`src/rtl/iter_booth_mul_pkg.sv`:
```
package iter_booth_mul_pkg;

  typedef struct packed {
    logic zero;
    logic two;
    logic neg;
  } booth_dig_t;

  // trip = {a[1], a[0], previous shifted-out bit}
  function automatic booth_dig_t booth_code(input logic [2:0] trip);
    booth_dig_t d;
    d = '{zero: 1'b0, two: 1'b0, neg: 1'b0};
    unique case (trip)
      3'b000, 3'b111: d.zero = 1'b1;
      3'b001, 3'b010: d = '{zero: 1'b0, two: 1'b0, neg: 1'b0};
      3'b011:         d.two = 1'b1;
      3'b100:         d = '{zero: 1'b0, two: 1'b1, neg: 1'b1};
      default:        d.neg = 1'b1;
    endcase
    return d;
  endfunction

endpackage

```
`src/rtl/booth_dec.sv`:
```
module booth_dec
  import iter_booth_mul_pkg::*;
(
  input  logic [1:0] pair_i,
  input  logic       prev_i,
  output booth_dig_t dig_o
);
  always_comb dig_o = booth_code({pair_i, prev_i});
endmodule

```
`src/rtl/mul_sel.sv`:
```
module mul_sel
  import iter_booth_mul_pkg::*;
#(
  parameter int WIDTH = 16,
  localparam int W = WIDTH + 2
) (
  input  logic [WIDTH-1:0] b_i,
  input  booth_dig_t       dig_i,
  output logic [W-1:0]     mult_o
);
  logic [W-1:0] b_ext, mag, sel;

  always_comb begin
    b_ext = {{2{b_i[WIDTH-1]}}, b_i};
    if (dig_i.zero)     mag = '0;
    else if (dig_i.two) mag = {b_ext[W-2:0], 1'b0};
    else                mag = b_ext;
    // ones' complement only; the +1 is injected in the resolve stage
    sel = dig_i.neg ? ~mag : mag;
    // bias by 2^(W-1) so every multiple is a non-negative unsigned word
    mult_o = {~sel[W-1], sel[W-2:0]};
  end
endmodule

```
`src/rtl/csa_row.sv`:
```
module csa_row #(
  parameter int W = 18
) (
  input  logic [W-1:0] x_i,
  input  logic [W-1:0] y_i,
  input  logic [W-1:0] z_i,
  output logic [W-1:0] sum_o,
  output logic [W-1:0] cry_o
);
  for (genvar i = 0; i < W; i++) begin : g_fa
    assign sum_o[i] = x_i[i] ^ y_i[i] ^ z_i[i];
    assign cry_o[i] = (x_i[i] & y_i[i]) | (x_i[i] & z_i[i]) | (y_i[i] & z_i[i]);
  end
endmodule

```
`src/rtl/resolve_unit.sv`:
```
module resolve_unit (
  input  logic [1:0] sum_i,
  input  logic       cry_i,
  input  logic       neg_i,
  input  logic       cin_i,
  output logic [1:0] bits_o,
  output logic       cout_o
);
  logic [2:0] tot;
  always_comb begin
    tot    = {1'b0, sum_i} + {1'b0, cry_i, 1'b0} + {2'b00, neg_i} + {2'b00, cin_i};
    bits_o = tot[1:0];
    cout_o = tot[2];
  end
endmodule

```
`src/rtl/ripple_add.sv`:
```
module ripple_add #(
  parameter int WIDTH = 16
) (
  input  logic [WIDTH-1:0] x_i,
  input  logic [WIDTH-1:0] y_i,
  input  logic             cin_i,
  output logic [WIDTH-1:0] sum_o
);
  logic [WIDTH:0] cy;
  assign cy[0] = cin_i;
  for (genvar i = 0; i < WIDTH; i++) begin : g_bit
    assign sum_o[i] = x_i[i] ^ y_i[i] ^ cy[i];
    assign cy[i+1]  = (x_i[i] & y_i[i]) | (cy[i] & (x_i[i] ^ y_i[i]));
  end
endmodule

```
`src/rtl/iter_booth_mul.sv`:
```
module iter_booth_mul
  import iter_booth_mul_pkg::*;
#(
  parameter int WIDTH = 16
) (
  input  logic               clk_i,
  input  logic               rst_ni,
  input  logic               load_i,
  input  logic [WIDTH-1:0]   a_i,
  input  logic [WIDTH-1:0]   b_i,
  input  logic               step_i,
  output logic [2*WIDTH-1:0] product_o,
  output logic               ready_o
);
  localparam int W     = WIDTH + 2;
  localparam int K     = WIDTH / 2;
  localparam int CW    = $clog2(K + 3);
  localparam logic [CW-1:0] DRAIN = CW'(K);
  localparam logic [CW-1:0] SUMUP = CW'(K + 1);
  localparam logic [CW-1:0] DONE  = CW'(K + 2);

  // negated high half of the accumulated per-digit bias (bits 1,3,5,..)
  function automatic logic [WIDTH-1:0] hi_corr();
    logic [WIDTH-1:0] b;
    b = '0;
    for (int j = 0; j < K; j++) b[2*j+1] = 1'b1;
    return ~b + 1'b1;
  endfunction
  localparam logic [WIDTH-1:0] CORR = hi_corr();

  logic [WIDTH-1:0] a_q, b_q, hi_q;
  logic             prev_q, rc_q;
  logic [W-1:0]     s_q, c_q;
  logic [1:0]       pend_s_q;
  logic             pend_c_q, pend_n_q;
  logic [CW-1:0]    cnt_q;

  booth_dig_t   dig;
  logic [W-1:0] mult, addend, csa_s, csa_c;
  logic [1:0]   res_bits;
  logic         res_cout;
  logic [WIDTH-1:0] hi_sum;
  logic booth_ph, drain_ph, sum_ph, adv;

  assign booth_ph = cnt_q < DRAIN;
  assign drain_ph = cnt_q == DRAIN;
  assign sum_ph   = cnt_q == SUMUP;
  assign ready_o  = cnt_q == DONE;
  assign adv      = step_i && !ready_o;

  booth_dec u_dec (
    .pair_i (a_q[1:0]),
    .prev_i (prev_q),
    .dig_o  (dig)
  );

  mul_sel #(.WIDTH(WIDTH)) u_sel (
    .b_i    (b_q),
    .dig_i  (dig),
    .mult_o (mult)
  );

  // the drain step reuses the adder row to fold in the sign correction
  assign addend = booth_ph ? mult : {2'b00, CORR};

  csa_row #(.W(W)) u_csa (
    .x_i   (s_q),
    .y_i   (c_q),
    .z_i   (addend),
    .sum_o (csa_s),
    .cry_o (csa_c)
  );

  resolve_unit u_res (
    .sum_i  (pend_s_q),
    .cry_i  (pend_c_q),
    .neg_i  (pend_n_q),
    .cin_i  (rc_q),
    .bits_o (res_bits),
    .cout_o (res_cout)
  );

  ripple_add #(.WIDTH(WIDTH)) u_rip (
    .x_i   (s_q[WIDTH-1:0]),
    .y_i   (c_q[WIDTH-1:0]),
    .cin_i (rc_q),
    .sum_o (hi_sum)
  );

  always_ff @(posedge clk_i or negedge rst_ni) begin
    if (!rst_ni) begin
      a_q      <= '0;
      b_q      <= '0;
      hi_q     <= '0;
      prev_q   <= 1'b0;
      rc_q     <= 1'b0;
      s_q      <= '0;
      c_q      <= '0;
      pend_s_q <= '0;
      pend_c_q <= 1'b0;
      pend_n_q <= 1'b0;
      cnt_q    <= DONE;
    end else if (load_i) begin
      a_q      <= a_i;
      b_q      <= b_i;
      hi_q     <= '0;
      prev_q   <= 1'b0;
      rc_q     <= 1'b0;
      s_q      <= '0;
      c_q      <= '0;
      pend_s_q <= '0;
      pend_c_q <= 1'b0;
      pend_n_q <= 1'b0;
      cnt_q    <= '0;
    end else if (adv) begin
      cnt_q <= cnt_q + CW'(1);
      if (booth_ph || drain_ph) begin
        a_q  <= {res_bits, a_q[WIDTH-1:2]};
        rc_q <= res_cout;
      end
      if (booth_ph) begin
        prev_q   <= a_q[1];
        s_q      <= {2'b00, csa_s[W-1:2]};
        c_q      <= {1'b0, csa_c[W-1:1]};
        pend_s_q <= csa_s[1:0];
        pend_c_q <= csa_c[0];
        pend_n_q <= dig.neg;
      end
      if (drain_ph) begin
        s_q      <= csa_s;
        c_q      <= {csa_c[W-2:0], 1'b0};
        pend_s_q <= '0;
        pend_c_q <= 1'b0;
        pend_n_q <= 1'b0;
      end
      if (sum_ph) hi_q <= hi_sum;
    end
  end

  assign product_o = {hi_q, a_q};

  a_r2_load_drops_ready: assert property (@(posedge clk_i) disable iff (!rst_ni)
    load_i |=> !ready_o);

  a_r3_ready_after_step: assert property (@(posedge clk_i) disable iff (!rst_ni)
    $rose(ready_o) |-> $past(step_i) && !$past(load_i));

  a_r3_cnt_in_range: assert property (@(posedge clk_i) disable iff (!rst_ni)
    cnt_q <= DONE);

  a_r7_done_holds: assert property (@(posedge clk_i) disable iff (!rst_ni)
    ready_o && !load_i |=> ready_o && $stable(product_o));

  a_r6_idle_holds: assert property (@(posedge clk_i) disable iff (!rst_ni)
    !load_i && !step_i |=> $stable(product_o) && $stable(ready_o));

  a_r4_no_neg_zero_digit: assert property (@(posedge clk_i) disable iff (!rst_ni)
    booth_ph && dig.zero |-> !dig.neg && !dig.two);

endmodule

```
`config.mk`:
```
export PLATFORM = sky130hd
export DESIGN_NAME = iter_booth_mul
export DESIGN_NICKNAME = d
export VERILOG_FILES = /design/src/rtl/iter_booth_mul_pkg.sv /design/src/rtl/booth_dec.sv /design/src/rtl/mul_sel.sv /design/src/rtl/csa_row.sv /design/src/rtl/resolve_unit.sv /design/src/rtl/ripple_add.sv /design/src/rtl/iter_booth_mul.sv
export SDC_FILE = /design/constraint.sdc
export NUM_CORES = 1
export LEC_CHECK = 0
export BUFFER_PORTS_ARGS = -buffer_cell sky130_fd_sc_hd__buf_4
export CAP_MARGIN = 0
export CORE_MARGIN = 3
export CORE_UTILIZATION = 28
export CTS_CLUSTER_SIZE = 16
export DETAILED_ROUTE_END_ITERATION = 8
export PLACE_DENSITY = 0.42
export SYNTH_ARGS = -nofsm -noshare
export SYNTH_HDL_FRONTEND = slang
export SYNTH_SLANG_ARGS = --single-unit
```
`constraint.sdc`:
```
create_clock -name clk_i -period 14.66 [get_ports clk_i]
set_input_delay 2.932 -clock clk_i [delete_from_list [all_inputs] [get_ports clk_i]]
set_output_delay 2.932 -clock clk_i [all_outputs]
set_load 0.05 [all_outputs]
```
==> run summary, run 1 <==
Outcome - completed
Worst Tran Pin Value - 1.13 ns
Reg-to-reg setup timing slack - 8.14 ns
IO Port Bufs - 68
Max Slew Vio Count - 0
Data required, critical path - 14.85 ns
Flop pwr share - 37.8%
Clk buf depth - 2
Die height - 149 µm
Slew HR - 24.2%
Synth Area in Adders - 13.4%
R2R Path End - hi_q[14]
Synth Net Count - 611
FMAX - 153 MHz
CTS tree - built
Initial DRT Pass Iterations - 5
Main combinational cell family by area after synthesis - compound AO/OA/AOI/OAI gates
I/O Pins - 69
Grt ovf - 0
Nets@finish - 647
Buffer count from post-CTS setup fixing - 0
Register bit total from synthesis - 94
Simple-Gate Fraction of Synth Area - 13.4%
Number of buffers created by CTS - 9
Yosys warns - 0
Area delta synth->final - 16.7%
CTS resizes - 0
Peak supply drop - 0.0000622 V
Crit path kind - reg -> reg
Fin crit share - 44.5%
Fin crit period - 6.52 ns
DR iter-0 viols - 320
Setup violators final - 0
Switching Fraction - 37.4%
Share of power burned in combinational logic - 37.4%
Synth Flop Type - dfrtp_1
Sequential-to-total area share from yosys stat - 41.4%
Initial core utilization - 28.9%
Worst skew pair latency - 0.35 ns
Mapped Avg Cell Area - 10.6 µm²
Crit path capture type - register
Rows - 51
Post-placement setup slack - 8.10 ns
Sw Pwr - 0.334 mW
H-Tree Depth - 3
First-pass GRT wire length - 25500 µm
Clk pwr share - 24.8%
Internal - 0.561 mW
Final antenna-violating net count - 0
Die Width - 149 µm
Lkg Pwr - 2.72 nW
Synth Area in Compound Gates - 16.2%
Vias post-DR - 4340
Largest net degree at the start of global routing - 77
Routed len/inst - 18.7 µm
Sink Count - 94
Final hold violation count - 0
Final HPWL DP - 10200 µm
Crit path DAT - 6.71 ns
Worst-path fanout max - 2
Fin worst setup slack - 8.14 ns
Root buf cell - clkbuf_16
Final wirelength - 15800 µm
Total GRT Usage - 14.6%
Syn Std Cell Area - 5690 µm²
Share of cells above drive strength 1 - 20.7%
Hold Crit Class - reg -> reg
P per Cell Area - 135 nW/µm²
Setup TNS - 0 ns
Post-synth cell types - 47
Clock slew at reported path FFs - 0.07 ns
Asr flop ratio synth - 100%
Maxcap violations - 0
Worst setup path end - hi_q[14]
Xor/xnor share of the synthesized area - 2.77%
Origin of the worst setup path - s_q[0]
RSZ-0062 raised after global routing - false
GPL Wtd Cong - 0.798
CTS Hold Bufs - 0
Post-synthesis mux area share - 6.00%
Crit path launch type - register
Worst r2r path cells - 19
Layout Skew - 0.00979 ns
# diodes - 0
Final total power - 0.895 mW
Cells after Synth - 535
Vias in the first global route - 4566
Core area - 19700 µm²
Worst hold path stage count - 1
Die area - 22100 µm²
Initial antenna violation count - 0
DR DRC count - 0
Avg Vias per Cell - 5.16
RR Startpoint - s_q[0]
Post-synth EDFFs - 0
## logic make-up (layout without fill, tap and decap cells)
family | after synthesis | after routing
buf+inv | 92 | 133
mux | 32 | 32
simple gates | 127 | 127
fa+ha+maj | 40 | 40
xor+xnor | 18 | 18
compound gates | 132 | 132
flops | 94 | 94
## state kept, by name, summed over array words and instances, names as in the netlist
| signal | flops |
|---|---|
| a_q | 16 |
| hi_q | 16 |
| pend_n_q | 1 |
| b_q | 16 |
| prev_q | 1 |
| c_q | 18 |
| pend_s_q | 2 |
| pend_c_q | 1 |
| cnt_q | 4 |
| s_q | 18 |
| rc_q | 1 |
## critical path, stage by stage (launching register included)
cell and delay, ns:
dfrtp_1 0.38, inv_1 0.08, fa_1 0.41, fa_1 0.40, fa_1 0.40, fa_1 0.42, fa_1 0.39, fa_1 0.40
fa_1 0.39, fa_1 0.38, fa_1 0.40, fa_1 0.39, fa_1 0.38, fa_1 0.39, fa_1 0.36, inv_1 0.07
fa_1 0.18, fa_1 0.42, inv_1 0.07, o2bb2ai_1 0.06
## per-layer routing
| layer | vias up | part of all wire (%) | global-route usage, % | wire [µm] |
|---|---|---|---|---|
| li1 | 2022 | - | - | - |
| met1 | 2222 | 50 | 21.4 | 7890 |
| met2 | 80 | 45 | 21.7 | 7030 |
| met3 | 16 | 3.3 | 2.22 | 517 |
| met4 | 0 | 2.0 | 5.73 | 314 |
| met5 | - | 0 | 0 | 0 |
## layout by cell type, fill, tap and decap left out, types with 2 or more instances in the layout
master	instances
dfrtp_1	92
buf_4	76
inv_1	40
fa_1	35
o21ai_0	25
nand3_1	21
nand4_1	20
nor4_1	19
a31oi_1	19
nand2_1	18
nand2b_1	17
mux2_2	17
o2bb2ai_1	17
xnor2_1	16
mux2i_1	15
or3_1	14
a32oi_1	13
a22oi_1	13
a21oi_1	12
o22ai_1	10
a211oi_1	10
clkbuf_16	9
nor2b_1	5
ha_1	5
o22a_2	4
and3b_1	3
clkinv_2	3
o22a_1	2
xor2_1	2
nand3b_1	2
o211ai_1	2
a22o_1	2
clkbuf_1	2
dfstp_2	2
## worst min path at each step
stage / startpoint / endpoint / slack [ns]
4_1_cts: hi_q[4] / hi_q[4] / 0.50
2_1_floorplan: pend_s_q[0] / pend_s_q[0] / 0.47
5_1_grt: hi_q[0] / hi_q[0] / 0.51
3_5_place_dp: hi_q[4] / hi_q[4] / 0.48
6_report: hi_q[5] / hi_q[5] / 0.49
3_3_place_gp: hi_q[4] / hi_q[4] / 0.47
## power groups by stage
stage	Sequential, mW	Combinational (mW)	Clock (mW)
finish	0.338	0.335	0.222
CTS	0.339	0.339	0.231
floorplan	0.364	0.209	0
detailed placement	0.344	0.334	0
global route	0.345	0.378	0.240
global placement	0.343	0.334	0
## Yosys cell counts, types with 3 or more instances
master	number	share of area [%]
dfrtp_1	92	40
inv_1	40	2.6
fa_1	35	12
o21ai_0	25	2.2
buf_2	24	2.1
clkbuf_1	23	1.5
nand3_1	21	1.8
nand4_1	20	2.2
a31oi_1	19	2.1
nor4_1	19	2.1
nand2_1	18	1.2
mux2_2	17	3.4
nand2b_1	17	1.9
o2bb2ai_1	17	2.6
xnor2_1	16	2.5
mux2i_1	15	2.6
or3_1	14	1.5
a22oi_1	13	1.7
a32oi_1	13	2.0
a21oi_1	12	1.1
a211oi_1	10	1.3
o22ai_1	10	1.1
ha_1	5	1.1
nor2b_1	5	0.55
o22a_2	4	0.70
and3b_1	3	0.46
## stage by stage
step | instance area [µm²] | hold slack (ns) | cells | util, %
floorplan | 5690 | 0.473 | 535 | -
global placement | 6370 | 0.471 | 825 | 32.3
detailed placement | 6370 | 0.478 | 825 | 32.3
CTS | 6640 | 0.497 | 841 | 33.7
global route | 6640 | 0.511 | 841 | 33.7
finish | 6640 | 0.492 | 841 | 33.7
## final cells by class
type	count	area [µm²]
fillers	2004	13100
clock buffers	12	246
flip-flops and latches	94	2350
clock inverters	4	22.5
multi-input cells	349	2960
inverters	41	154
repair buffers	76	571
well taps	265	332
No activity file was read; power rests on OpenSTA's default activity.
==> inputs of run 2 (changes only) <==
Settings changed: ABC_AREA set to 1.
Clock period 14.66 ns to 6.07 ns, I/O delays scaled along.
==> run summary, run 2 <==
Outcome - completed
R2R Path End - hi_q[14]
Post-placement setup slack - -0.277 ns
Routed length on met2 - 7550 µm
Clk buf depth - 2
Slew HR - 38.5%
Worst hold path stage count - 2
RR Startpoint - rc_q
Syn Std Cell Area - 5930 µm²
Avg Vias per Cell - 4.49
Mapped Avg Cell Area - 7.50 µm²
Sequential-to-total area share from yosys stat - 39.7%
Crit path capture type - register
Nets@finish - 914
Post-synth top area cell - dfrtp_1
Die height - 151 µm
Xor/xnor share of the synthesized area - 0.148%
Worst Hold Path EP - pend_s_q[0]
Final HPWL DP - 11400 µm
Hold Crit Class - reg -> reg
Peak supply drop - 0.0000969 V
Post-synthesis mux area share - 0%
CTS tree - built
Root buf cell - clkbuf_16
Lkg Pwr - 3.70 nW
Yosys warns - 0
Final wirelength - 16900 µm
Crit path kind - reg -> reg
Area contributors post-synth - dfrtp_1 39%, nand2_1 20%, fa_1 12%
Post-Route M1 WL - 8360 µm
Filler cell count - 2210
Core area - 20500 µm²
Cells after Synth - 790
Maxcap violations - 0
Fin worst setup slack - 0.141 ns
Area taken by multi-input logic gates - 3080 µm²
Fin crit share - 97.7%
Simple-Gate Fraction of Synth Area - 33.0%
Initial antenna violation count - 0
Origin of the worst setup path - rc_q
Initial DRT Pass Iterations - 4
Data required, critical path - 6.31 ns
Die Width - 151 µm
I/O Pins - 69
Worst Tran Pin Value - 0.922 ns
DR iter-0 viols - 285
Max Slew Vio Count - 0
Number of buffers created by CTS - 9
Largest net degree at the start of global routing - 68
Clock slew at reported path FFs - 0.07 ns
P per Cell Area - 308 nW/µm²
H-Tree Depth - 3
Total GRT Usage - 15.5%
Rows - 52
Main combinational cell family by area after synthesis - simple AND/OR/NAND/NOR gates
Min-delay src - pend_s_q[0]
Top sig layer - met4
First-pass GRT wire length - 27500 µm
Post-synth EDFFs - 0
Final antenna-violating net count - 0
Largest registers - c_q x18, s_q x18
Most frequent cells in the layout - 322 x nand2_1, 100 x nand3_1, 92 x dfrtp_1
CTS Hold Bufs - 0
Area delta synth->final - 18.2%
Buffer count from post-CTS setup fixing - 0
Reg-to-reg setup timing slack - 0.14 ns
GPL Wtd Cong - 0.769
Synth Net Count - 866
Crit path DAT - 6.17 ns
Vias post-DR - 5000
Asr flop ratio synth - 100%
Worst skew pair latency - 0.35 ns
Final hold violation count - 0
Routed len/inst - 15.2 µm
Post-synth cell types - 28
Share of cells above drive strength 1 - 14.8%
Layout Skew - 0.00417 ns
FMAX - 169 MHz
Register bit total from synthesis - 94
Fin crit period - 5.93 ns
DR DRC count - 0
Initial core utilization - 28.9%
RSZ-0062 raised after global routing - true
Sink Count - 94
Die area - 22900 µm²
Count leader, synth - nand2_1
IO Port Bufs - 68
Reg area - 2350 µm²
Synth Area in Compound Gates - 5.24%
Worst-path fanout max - 2
Vias in the first global route - 5034
Setup violators final - 0
Commonest non-fill, non-tap cell in the layout - nand2_1
Yosys top cell area share - 38.9%
Worst r2r path cells - 19
Commonest cells post-synth - 322 x nand2_1, 100 x nand3_1, 92 x dfrtp_1, 82 x inv_1, 41 x o21ai_0
Grt ovf - 0
Met3 routed WL - 745 µm
Post-layout util - 34.2%
Synth Flop Type - dfrtp_1
# diodes - 0
Synth Area in Adders - 12.9%
Crit path launch type - register
[run 2: logic make-up (layout without fill, tap and decap cells)]
| logic type | after synthesis | in the layout |
|---|---|---|
| adders and majority gates | 40 | 40 |
| AOI/OAI and AO/OA | 59 | 59 |
| buffers and inverters | 124 | 177 |
| xor gates and xnor gates | 1 | 1 |
| and+or+nand+nor | 472 | 472 |
| DFF | 94 | 94 |
[run 2: critical path, stage by stage (launching register included)]
cell and delay (ns):
dfrtp_1 0.36, inv_2 0.05, fa_2 0.39, fa_2 0.35, fa_2 0.35, fa_2 0.35, fa_2 0.35, fa_2 0.35
fa_2 0.34, fa_2 0.35, fa_2 0.35, fa_2 0.36, fa_2 0.37, fa_2 0.36, fa_2 0.35, inv_2 0.06
fa_2 0.20, fa_1 0.40, nand2_1 0.08, nand2_1 0.05
[run 2: how the worst max path moves through the flow]
stage / end / slack, ns / depth (start not counted)
after floorplan: hi_q[14] / 0.01 / 19
after global placement: hi_q[14] / -0.25 / 19
after detailed placement: hi_q[14] / -0.28 / 19
after CTS: hi_q[14] / 0.02 / 19
after global routing: hi_q[14] / -0.06 / 19
final: hi_q[14] / 0.14 / 19
[run 2: area by class of cell]
class                   count  share of cell area (%)
multi-input cells         572                    44.0
flip-flops and latches     94                    33.6
repair buffers             77                    8.26
well taps                 270                    4.82
inverters                  84                    4.50
clock buffers              11                    3.61
clock inverters             5                    1.16
[run 2: stage by stage]
| step | hold slack (ns) | cell area [µm²] | total power [mW] | TNS, ns | instances |
|---|---|---|---|---|---|
| 6_report | 0.479 | 7000 | 2.15 | 0 | 1113 |
| 3_3_place_gp | 0.465 | 6640 | 1.53 | -0.431 | 1097 |
| 2_1_floorplan | 0.449 | 5940 | 1.30 | 0 | 790 |
| 3_5_place_dp | 0.468 | 6640 | 1.52 | -0.504 | 1097 |
| 5_1_grt | 0.499 | 7000 | 2.33 | -0.0563 | 1113 |
| 4_1_cts | 0.487 | 6990 | 2.19 | 0 | 1113 |
[run 2: where the power goes]
part | internal, mW | total [mW] | switching, mW
logic | 0.250 | 0.725 | 0.474
registers | 0.718 | 0.788 | 0.0696
clock network | 0.384 | 0.642 | 0.258
total | 1.35 | 2.15 | 0.802
[run 2: repair_timing]
action	4_1_cts	5_1_grt
endpoints found under the setup margin	3	3
pin swaps	0	0
gates resized for setup	6	6
[run 2: per-layer routing]
layer / GRT usage (%) / vias to the layer above
li1: - / 2546
met5: 0 / -
met2: 23.9 / 88
met3: 2.11 / 12
met4: 4.58 / 0
met1: 22.7 / 2354
